===== src/rtl/coh_blk_pkg.sv =====
package coh_blk_pkg;
   typedef enum logic [1:0] {
      XFER_ACQ  = 2'd0,
      XFER_PRB  = 2'd1,
      XFER_REL  = 2'd2,
      XFER_NONE = 2'd3
   } xfer_kind_e;
endpackage


===== src/rtl/coh_blk_slot.sv =====
module coh_blk_slot
   import coh_blk_pkg::*;
#(
   parameter int TAG_W = 26
) (
   input  logic             clk,
   input  logic             rst_n,
   input  logic             alloc_i,
   input  xfer_kind_e       alloc_kind_i,
   input  logic [TAG_W-1:0] alloc_tag_i,
   input  logic             clr_valid_i,
   input  xfer_kind_e       clr_kind_i,
   input  logic [TAG_W-1:0] clr_tag_i,
   input  logic [TAG_W-1:0] look_tag_i,
   output logic             busy_o,
   output logic             clr_hit_o,
   output logic             look_acq_o,
   output logic             look_prb_o,
   output logic             look_rel_o
);
   logic             busy_q;
   xfer_kind_e       kind_q;
   logic [TAG_W-1:0] tag_q;
   logic             look_hit;

   assign clr_hit_o = busy_q && clr_valid_i && (clr_kind_i == kind_q) && (clr_tag_i == tag_q);
   assign look_hit  = busy_q && (look_tag_i == tag_q);
   assign look_acq_o = look_hit && (kind_q == XFER_ACQ);
   assign look_prb_o = look_hit && (kind_q == XFER_PRB);
   assign look_rel_o = look_hit && (kind_q == XFER_REL);
   assign busy_o     = busy_q;

   always_ff @(posedge clk) begin
      if (!rst_n) begin
         busy_q <= 1'b0;
         kind_q <= XFER_NONE;
         tag_q  <= '0;
      end else if (alloc_i) begin
         busy_q <= 1'b1;
         kind_q <= alloc_kind_i;
         tag_q  <= alloc_tag_i;
      end else if (clr_hit_o) begin
         busy_q <= 1'b0;
      end
   end


   alloc_free_chk: assert property (@(posedge clk) disable iff (!rst_n)
      alloc_i |-> !busy_q);

   clr_frees_chk: assert property (@(posedge clk) disable iff (!rst_n)
      clr_hit_o |=> !busy_q);
endmodule


===== src/rtl/coh_blk_rules.sv =====
module coh_blk_rules #(
   parameter int N = 4
) (
   input  logic [N-1:0] busy_i,
   input  logic [N-1:0] hit_acq_i,
   input  logic [N-1:0] hit_prb_i,
   input  logic [N-1:0] hit_rel_i,
   output logic         full_o,
   output logic         stall_acq_o,
   output logic         stall_prb_o,
   output logic         stall_rel_o
);
   logic any_acq, any_prb, any_rel;

   assign any_acq = |hit_acq_i;
   assign any_prb = |hit_prb_i;
   assign any_rel = |hit_rel_i;
   assign full_o  = &busy_i;

   // Lowest priority kinds wait behind everything on the block.
   assign stall_acq_o = full_o | any_acq | any_prb | any_rel;
   assign stall_prb_o = full_o | any_acq | any_prb | any_rel;
   // Releases nest under acquires and probes; only another release blocks.
   assign stall_rel_o = full_o | any_rel;
endmodule


===== src/rtl/coh_xfer_blocker.sv =====
module coh_xfer_blocker
   import coh_blk_pkg::*;
#(
   parameter int ADDR_W      = 32,
   parameter int BLOCK_BYTES = 64,
   parameter int ENTRIES     = 4
) (
   input  logic              clk,
   input  logic              rst_n,
   input  logic [ADDR_W-1:0] req_addr,
   input  logic              start_valid,
   input  logic [1:0]        start_kind,
   input  logic              done_valid,
   input  logic [1:0]        done_kind,
   input  logic [ADDR_W-1:0] done_addr,
   output logic              stall_acq,
   output logic              stall_prb,
   output logic              stall_rel
);
   localparam int OFFS_W = $clog2(BLOCK_BYTES);
   localparam int TAG_W  = ADDR_W - OFFS_W;

   initial begin
      blk_pow2_chk: assert ((1 << OFFS_W) == BLOCK_BYTES)
         else $error("BLOCK_BYTES must be a power of two");
      tag_width_chk: assert (TAG_W >= 1)
         else $error("ADDR_W must exceed the block offset width");
      entries_chk: assert (ENTRIES >= 1)
         else $error("ENTRIES must be at least one");
   end

   logic [TAG_W-1:0]   req_tag, done_tag;
   xfer_kind_e         s_kind, d_kind;
   logic [ENTRIES-1:0] busy_vec, clr_vec, alloc_vec;
   logic [ENTRIES-1:0] acq_vec, prb_vec, rel_vec;
   logic               full, kind_stall, start_ok;

   assign req_tag  = req_addr[ADDR_W-1:OFFS_W];
   assign done_tag = done_addr[ADDR_W-1:OFFS_W];
   assign s_kind   = xfer_kind_e'(start_kind);
   assign d_kind   = xfer_kind_e'(done_kind);

   always_comb begin
      case (s_kind)
         XFER_ACQ: kind_stall = stall_acq;
         XFER_PRB: kind_stall = stall_prb;
         XFER_REL: kind_stall = stall_rel;
         default:  kind_stall = 1'b1;
      endcase
   end
   assign start_ok = start_valid && !kind_stall;

   // Lowest free slot wins the allocation.
   always_comb begin
      logic taken;
      taken     = 1'b0;
      alloc_vec = '0;
      for (int i = 0; i < ENTRIES; i++) begin
         if (!busy_vec[i] && !taken) begin
            alloc_vec[i] = start_ok;
            taken        = 1'b1;
         end
      end
   end

   for (genvar g = 0; g < ENTRIES; g++) begin : g_slot
      coh_blk_slot #(.TAG_W(TAG_W)) u_slot (
         .clk         (clk),
         .rst_n       (rst_n),
         .alloc_i     (alloc_vec[g]),
         .alloc_kind_i(s_kind),
         .alloc_tag_i (req_tag),
         .clr_valid_i (done_valid),
         .clr_kind_i  (d_kind),
         .clr_tag_i   (done_tag),
         .look_tag_i  (req_tag),
         .busy_o      (busy_vec[g]),
         .clr_hit_o   (clr_vec[g]),
         .look_acq_o  (acq_vec[g]),
         .look_prb_o  (prb_vec[g]),
         .look_rel_o  (rel_vec[g])
      );
   end

   coh_blk_rules #(.N(ENTRIES)) u_rules (
      .busy_i     (busy_vec),
      .hit_acq_i  (acq_vec),
      .hit_prb_i  (prb_vec),
      .hit_rel_i  (rel_vec),
      .full_o     (full),
      .stall_acq_o(stall_acq),
      .stall_prb_o(stall_prb),
      .stall_rel_o(stall_rel)
   );


   one_alloc_chk: assert property (@(posedge clk) disable iff (!rst_n)
      $onehot0(alloc_vec));

   grow_chk: assert property (@(posedge clk) disable iff (!rst_n)
      (start_ok && !(|clr_vec)) |=> ($countones(busy_vec) == $past($countones(busy_vec)) + 1));

   swap_chk: assert property (@(posedge clk) disable iff (!rst_n)
      (start_ok && (|clr_vec)) |=> ($countones(busy_vec) == $past($countones(busy_vec))));

   full_stall_chk: assert property (@(posedge clk) disable iff (!rst_n)
      ($countones(busy_vec) == ENTRIES) |-> (stall_acq && stall_prb && stall_rel));

   reset_empty_chk: assert property (@(posedge clk)
      $past(!rst_n) |-> (busy_vec == '0));
endmodule


===== config.mk =====
export PLATFORM = sky130hd
export DESIGN_NAME = coh_xfer_blocker
export DESIGN_NICKNAME = d
export VERILOG_FILES = /design/src/rtl/coh_blk_pkg.sv /design/src/rtl/coh_blk_slot.sv /design/src/rtl/coh_blk_rules.sv /design/src/rtl/coh_xfer_blocker.sv
export SDC_FILE = /design/constraint.sdc
export NUM_CORES = 1
export LEC_CHECK = 0
export ABC_AREA = 1
export CORE_ASPECT_RATIO = 0.5
export CORE_MARGIN = 3
export CORE_UTILIZATION = 35
export CTS_BUF_LIST = sky130_fd_sc_hd__clkbuf_4 sky130_fd_sc_hd__clkbuf_8 sky130_fd_sc_hd__clkbuf_16
export CTS_CLUSTER_DIAMETER = 120
export DETAILED_ROUTE_END_ITERATION = 10
export PLACE_DENSITY = 0.65
export SLEW_MARGIN = 20
export SYNTH_ARGS = -nofsm -noshare
export SYNTH_HDL_FRONTEND = slang
export SYNTH_SLANG_ARGS = --single-unit

===== constraint.sdc =====
create_clock -name clk -period 4.7 [get_ports clk]
set_input_delay 0.47 -clock clk [delete_from_list [all_inputs] [get_ports clk]]
set_output_delay 0.47 -clock clk [all_outputs]
set_load 0.01 [all_outputs]

# Word level (Yosys, flattened, before mapping)
# Cells that the tools add are included.
[op_classes] reduce_logical=52 n_eq_ne=22 bitwise=4 n_mux=16
[ops] cell="$eq A26 B26 Y1" n=8
[ops] cell="$logic_and A1 B1 Y1" n=32
[ops] cell="$mux W1" n=15
[ops] cell="$reduce_or A4 Y1" n=3
[ops] cell="$eq A2 B1 Y1 const B" n=5
[ops] cell="$eq A2 B2 Y1 const B" n=5
[ops] cell="$logic_not A2 Y1" n=5
[ops] cell="$eq A2 B2 Y1" n=4
[ops] cell="$reduce_bool A2 Y1" n=4
[ops] cell="$logic_not A1 Y1" n=6
[ops] cell="$or A1 B1 Y1" n=4
[ops] cell="$reduce_and A4 Y1" n=1
[ops] cell="$pmux W1 S2" n=1
[ops] cell="$reduce_or A2 Y1" n=1
[word_totals] reg_bits=116

# Depth between registers and ports, before layout
[logic_depth] word_depth=12 mapped_depth=17 ltp_nobuf=15

# Cells and area by module
# Synthesis repeated with hierarchy kept, for this count alone.
[unflattened] hier_cells=1477 area_unflattened_um2=8340.5
[modules_own_cells] module="coh_blk_slot" cells_per_inst=360 n_inst=4 area_each_um2=2044.5
[modules_own_cells] module="coh_xfer_blocker" cells_per_inst=20 n_inst=1 area_each_um2=92.6
[modules_own_cells] module="coh_blk_rules" cells_per_inst=17 n_inst=1 area_each_um2=70.1

# Least setup slack after synthesis
# OpenSTA, ideal clock, no wires.
[synth_path] path_kind="input-to-output" from="input port req_addr[8]" to="output port stall_prb" setup_slack_ns=2.626 required_ns=4.230 t_arrival_ns=1.604 cell_stages=12 n_path_buf=2 path_cell_list="buf_2 inv_1 nand2_1 nand3_1 nor2_1 nand2_1 nor2_1 nand3_1 nand3_1 nor2_1 nand2_1 buf_4"
[synth_via] elab_chain_len=7 elab_cells_between_ends=26 classes_between="4 x eq/ne; 3 x bitwise; 19 x reduce/logical"
[synth_lines] element="start, declared" line_no="coh_xfer_blocker.sv:10" text="input logic [ADDR_W-1:0] req_addr,"
[synth_lines] element="$eq A26 B26 Y1" line_no="coh_blk_slot.sv:27" text="assign look_hit = busy_q && (look_tag_i == tag_q);"
[synth_lines] element="$logic_and A1 B1 Y1" line_no="coh_blk_slot.sv:27"
[synth_lines] element="$logic_and A1 B1 Y1" line_no="coh_blk_slot.sv:28" text="assign look_acq_o = look_hit && (kind_q == XFER_ACQ);"
[synth_lines] element="$reduce_or A4 Y1" line_no="coh_blk_rules.sv:15" text="assign any_acq = |hit_acq_i;"
[synth_lines] element="$or A1 B1 Y1 (2 in series)"
[synth_lines] element="$or A1 B1 Y1 *"
[synth_lines] element="end, declared" line_no="coh_xfer_blocker.sv:17" text="output logic stall_prb,"
# Mark *: on every way between the ends. The rest lies on a longest branch, timed or not.

# Worst setup path in the final report
[layout_path] from="input port req_addr[9]" to="output port stall_prb"
[layout_via] elab_chain_len=7 elab_cells_between_ends=26 classes_between="4 x eq/ne; 3 x bitwise; 19 x reduce/logical"
[layout_lines] element="$eq A26 B26 Y1" line_no="coh_blk_slot.sv:27"
[layout_lines] element="$logic_and A1 B1 Y1" line_no="coh_blk_slot.sv:27"
[layout_lines] element="$logic_and A1 B1 Y1" line_no="coh_blk_slot.sv:28"
[layout_lines] element="$reduce_or A4 Y1" line_no="coh_blk_rules.sv:15"
[layout_lines] element="$or A1 B1 Y1 (2 in series)" line_no="coh_blk_rules.sv:22" text="assign stall_prb_o = full_o | any_acq | any_prb | any_rel;"
[layout_lines] element="$or A1 B1 Y1 *" line_no="coh_blk_rules.sv:22"
# Marked as above.

==> run summary <==
The ratio of total power to cell area is 313 nW/µm². Across the routed clock network, the largest skew measured is 8.61 ps. The fraction of final layout cells sized beyond drive strength 1 is 5.97%. In this run the clock root is driven by a sky130_fd_sc_hd__clkbuf_16. The fraction of the cycle the final worst path needs is 79.7%. The sum of negative setup slack is 0 ps.

Entering global routing, the biggest net connects 70 pins. The synthesized netlist devotes 42.8% of its cell area to simple gates. The fraction of the mapped netlist area in compound gates is 7.20%. The startpoint of the tightest hold check path is g_slot[3].u_slot.busy_o. Across all hold checks on the routed design, the worst slack comes to 502 ps. Setup violations remaining at the end of the flow were counted as 0. The mapped netlist covers 8310 µm². The multiplexer share of the synthesized area is 0%. The depth of the CTS H-tree came out at 4. The yosys synthesis warning count is 0.

The type of the worst setup path is primary input to output port. After floorplanning, the core was divided into 39 placement rows. The max-cap check violation count is 0. The floorplan die area came out at 25700 µm². The transition time of the tightest slew-check pin came out at 817 ps.

The final estimated routing congestion in global placement came out at 1.07. The share of the Yosys chip area taken by registers is 27.9%. The max-slew violation count came out at 0. In this run, post-CTS repair resized a total of 0 instances. The multi-input combinational cells in the finished layout cover a total of 4600 µm². The number of buffers inserted by hold repair at cts is 0. The global router's overall resource usage is 31.3%. The buffer and inverter count on the worst path came out at 4. Counting along the longest clock path gives a buffer depth of 2. The initial core utilization came out at 36.0%.

The number of antenna violations at the first check in global routing came out at 0. The data required time at the worst endpoint came out at 4230 ps. The number of nets in the synthesized netlist is 1520.

The flip-flop and latch count after synthesis is 116. Dividing the detail-routed via count by the number of cells gives 5.45. The most frequent standard cell in the layout excluding fill and tap cells is sky130_fd_sc_hd__nand2_1. The startpoint class of the critical path is a primary input. The run finished with clean final reports.

The count of buffers inserted at the top-level ports is 62. After clock tree synthesis, the clock-pin slew on the worst setup and hold paths is 60 ps. In the final routed layout, each cell accounts on average for 22.5 µm. The worst path arrival time is 3280 ps. The synthesis-to-layout area growth is 17.9%. The maximum VDD drop is 180 µV. The detailed router placed 9811 vias in this run.

The time the final worst path needs with I/O delays and setup is 3750 ps. The achievable frequency came out at 267 MHz. For this run the aggregate overflow at the end of global routing stands at 0.

The first global-routing pass estimated 58.2 mm of wire. In the routed design, unresolved DRC markers number 0. Among all stages on the critical path, the largest delay is contributed by sky130_fd_sc_hd__clkdlybuf4s50_1. TritonCTS built the clock tree.

Tracing the worst setup path back leads to its startpoint at req_addr[9]. After synthesis, the largest family of logic cells by area is simple AND/OR/NAND/NOR gates. The maximum cell stage delay along the critical path came out at 660 ps. The vertical extent of the die is 115 µm. Counting the fill cells in the layout gives 2550.

The die extent in x came out at 224 µm. During I/O placement, the number of pins put on the boundary was 75. Traced cell by cell, the critical path runs through clkdlybuf4s50_1 -> inv_2 -> nand2_1 -> nand2_1 -> inv_1 -> nand2_1 -> nor2_1 -> nand2_1 -> nor2_1 -> nand3_1 -> nand3_1 -> nor2_1 -> nand2_1 -> clkdlybuf4s50_1. The final hold violation count is 0. The count of unique library cells instantiated by Yosys came out at 30. The total half-perimeter wirelength after legalization and detailed placement came out at 30.4 mm. The family with the most delay on the worst path is simple AND/OR/NAND/NOR gates.

The xor and xnor area share after synthesis is 5.27%. The detailed-router iteration count before antenna repair came out at 6. The via count of the first global-routing pass came out at 8469. The average cell area after synthesis is 5.74 µm². The area of the placeable core came out at 23100 µm².

The headroom to the max-slew limit came out at 45.5%. The cell count after synthesis is 1448. The cell that appears most often on the critical path is sky130_fd_sc_hd__nand2_1. The class of the tightest hold or removal check is flip-flop to flip-flop. The total CTS buffers came out at 17. In this run, the number of DRC markers left after iteration 0 of detailed routing was 1441. For this design the static power due to leakage is 4.77 nW. The clock sink count came out at 116.

Setup repair after global routing left no endpoint under its margin. The library cells used most frequently in the layout, excluding fill and tap cells, are sky130_fd_sc_hd__nand2_1 (474), sky130_fd_sc_hd__inv_1 (260), sky130_fd_sc_hd__nor2_1 (159). Summing all flip-flop and latch instances after layout gives 2320 µm². The later-pin clock latency in the skew report is 440 ps.

The sort of element at the end of the critical path is an output port. The adder-cell area share of the yosys netlist came out at 0%. The buffer count from post-CTS setup fixing came out at 0. Summed over all layers, the routed wires come to 40.5 mm. The remaining antenna violation count came out at 0. The number of nets in the finished design is 1550.

The critical-path maximum fanout came out at 8. The worst register-to-register path begins at g_slot[0].u_slot.tag_q[16].
[path summary, 6_finish.rpt]
check	end	slack, ps	cells after the start
max reg2reg	g_slot[2].u_slot.tag_q[15]	1670	15
min	g_slot[3].u_slot.busy_o	500	2
min reg2reg	g_slot[3].u_slot.busy_o	500	2
max	stall_prb	950	14
[cells in the mapped netlist]
cell type / n / area, µm²
sky130_fd_sc_hd__nand2_1: 474 / 1780
sky130_fd_sc_hd__a2111oi_0: 2 / 17.5
sky130_fd_sc_hd__inv_1: 260 / 976
sky130_fd_sc_hd__buf_1: 10 / 37.5
sky130_fd_sc_hd__dfxtp_1: 116 / 2320
sky130_fd_sc_hd__clkbuf_1: 29 / 109
sky130_fd_sc_hd__clkbuf_2: 1 / 5.00
sky130_fd_sc_hd__o221ai_1: 1 / 8.76
sky130_fd_sc_hd__nor3_4: 1 / 16.3
sky130_fd_sc_hd__o21ai_0: 8 / 40.0
sky130_fd_sc_hd__o211ai_1: 2 / 15.0
sky130_fd_sc_hd__a221oi_1: 8 / 70.1
sky130_fd_sc_hd__o22ai_1: 59 / 369
sky130_fd_sc_hd__buf_4: 2 / 15.0
sky130_fd_sc_hd__nand4_1: 136 / 851
sky130_fd_sc_hd__and3_1: 1 / 6.26
sky130_fd_sc_hd__nor2_1: 162 / 608
sky130_fd_sc_hd__o21bai_2: 1 / 11.3
sky130_fd_sc_hd__a21oi_1: 10 / 50.1
sky130_fd_sc_hd__xnor2_1: 29 / 254
sky130_fd_sc_hd__o2111ai_1: 1 / 8.76
sky130_fd_sc_hd__inv_2: 34 / 128
sky130_fd_sc_hd__a21boi_0: 1 / 7.51
sky130_fd_sc_hd__nor4_1: 20 / 125
sky130_fd_sc_hd__and2_0: 1 / 6.26
sky130_fd_sc_hd__nand3_1: 30 / 150
sky130_fd_sc_hd__nor3_1: 1 / 5.00
sky130_fd_sc_hd__and2_1: 1 / 6.26
sky130_fd_sc_hd__buf_2: 26 / 130
sky130_fd_sc_hd__xor2_1: 21 / 184
[cell type report]
class / instances / area share [%]
timing repair buffer: 79 / 7.74
multi-input combinational: 970 / 47.0
clock buffer: 22 / 4.79
inverter: 294 / 11.3
antenna: 1 / 0.0255
clock inverter: 10 / 1.58
sequential: 116 / 23.7
tap: 307 / 3.92
[report_power, final]
part	leakage (nW)	total (mW)	internal, mW	switching (mW)
logic	3.52	0.572	0.184	0.388
clock network	0.308	1.43	0.919	0.511
registers	0.944	1.07	1.02	0.0472
total	4.77	3.07	2.13	0.947
[worst reg2reg max path, stage by stage, from the launching register on]
cell,delay [ps]
sky130_fd_sc_hd__dfxtp_1,440
sky130_fd_sc_hd__inv_1,200
sky130_fd_sc_hd__nand2_1,100
sky130_fd_sc_hd__nand4_1,100
sky130_fd_sc_hd__nor2_1,240
sky130_fd_sc_hd__nand2_1,160
sky130_fd_sc_hd__nor2_1,210
sky130_fd_sc_hd__nand3_1,100
sky130_fd_sc_hd__nand2_1,160
sky130_fd_sc_hd__o21bai_4,110
sky130_fd_sc_hd__buf_4,270
sky130_fd_sc_hd__nand3_1,170
sky130_fd_sc_hd__buf_4,420
sky130_fd_sc_hd__nand2_1,160
sky130_fd_sc_hd__inv_2,60
sky130_fd_sc_hd__nor2_1,30
[stage by stage]
stage                     power (mW)  cell area (µm²)  std cells  utilization, %  worst slack [ps]
after floorplan                 1.38             8310       1448               -              2630
after global placement          1.63             9170       1766            39.7              1030
after detailed placement        1.63             9170       1766            39.7              1010
after CTS                       3.05             9800       1798            42.4              1100
after global routing            3.16             9800       1798            42.4               935
final                           3.07             9800       1799            42.5               952
[state kept, by name, indices dropped and copies added (netlist names)]
register	flops
g_slot.u_slot.kind_q	8
g_slot.u_slot.busy_o	4
g_slot.u_slot.tag_q	104
[routing by layer]
| layer | vias up | track usage [%] | wire length, µm |
|---|---|---|---|
| li1 | 4608 | - | - |
| met1 | 4514 | 47.0 | 18400 |
| met2 | 637 | 43.7 | 16000 |
| met3 | 52 | 8.88 | 5360 |
| met4 | 0 | 7.23 | 700 |
| met5 | - | 0 | 0 |
[cells by family (layout without fill, tap and decap cells)]
family / after synthesis / in the layout
simple gates: 827 / 827
buf+inv: 362 / 405
flops: 116 / 116
compound gates: 93 / 93
xor+xnor: 50 / 50
other cells: 0 / 1
Note: power is estimated with default switching activity, not from simulation.
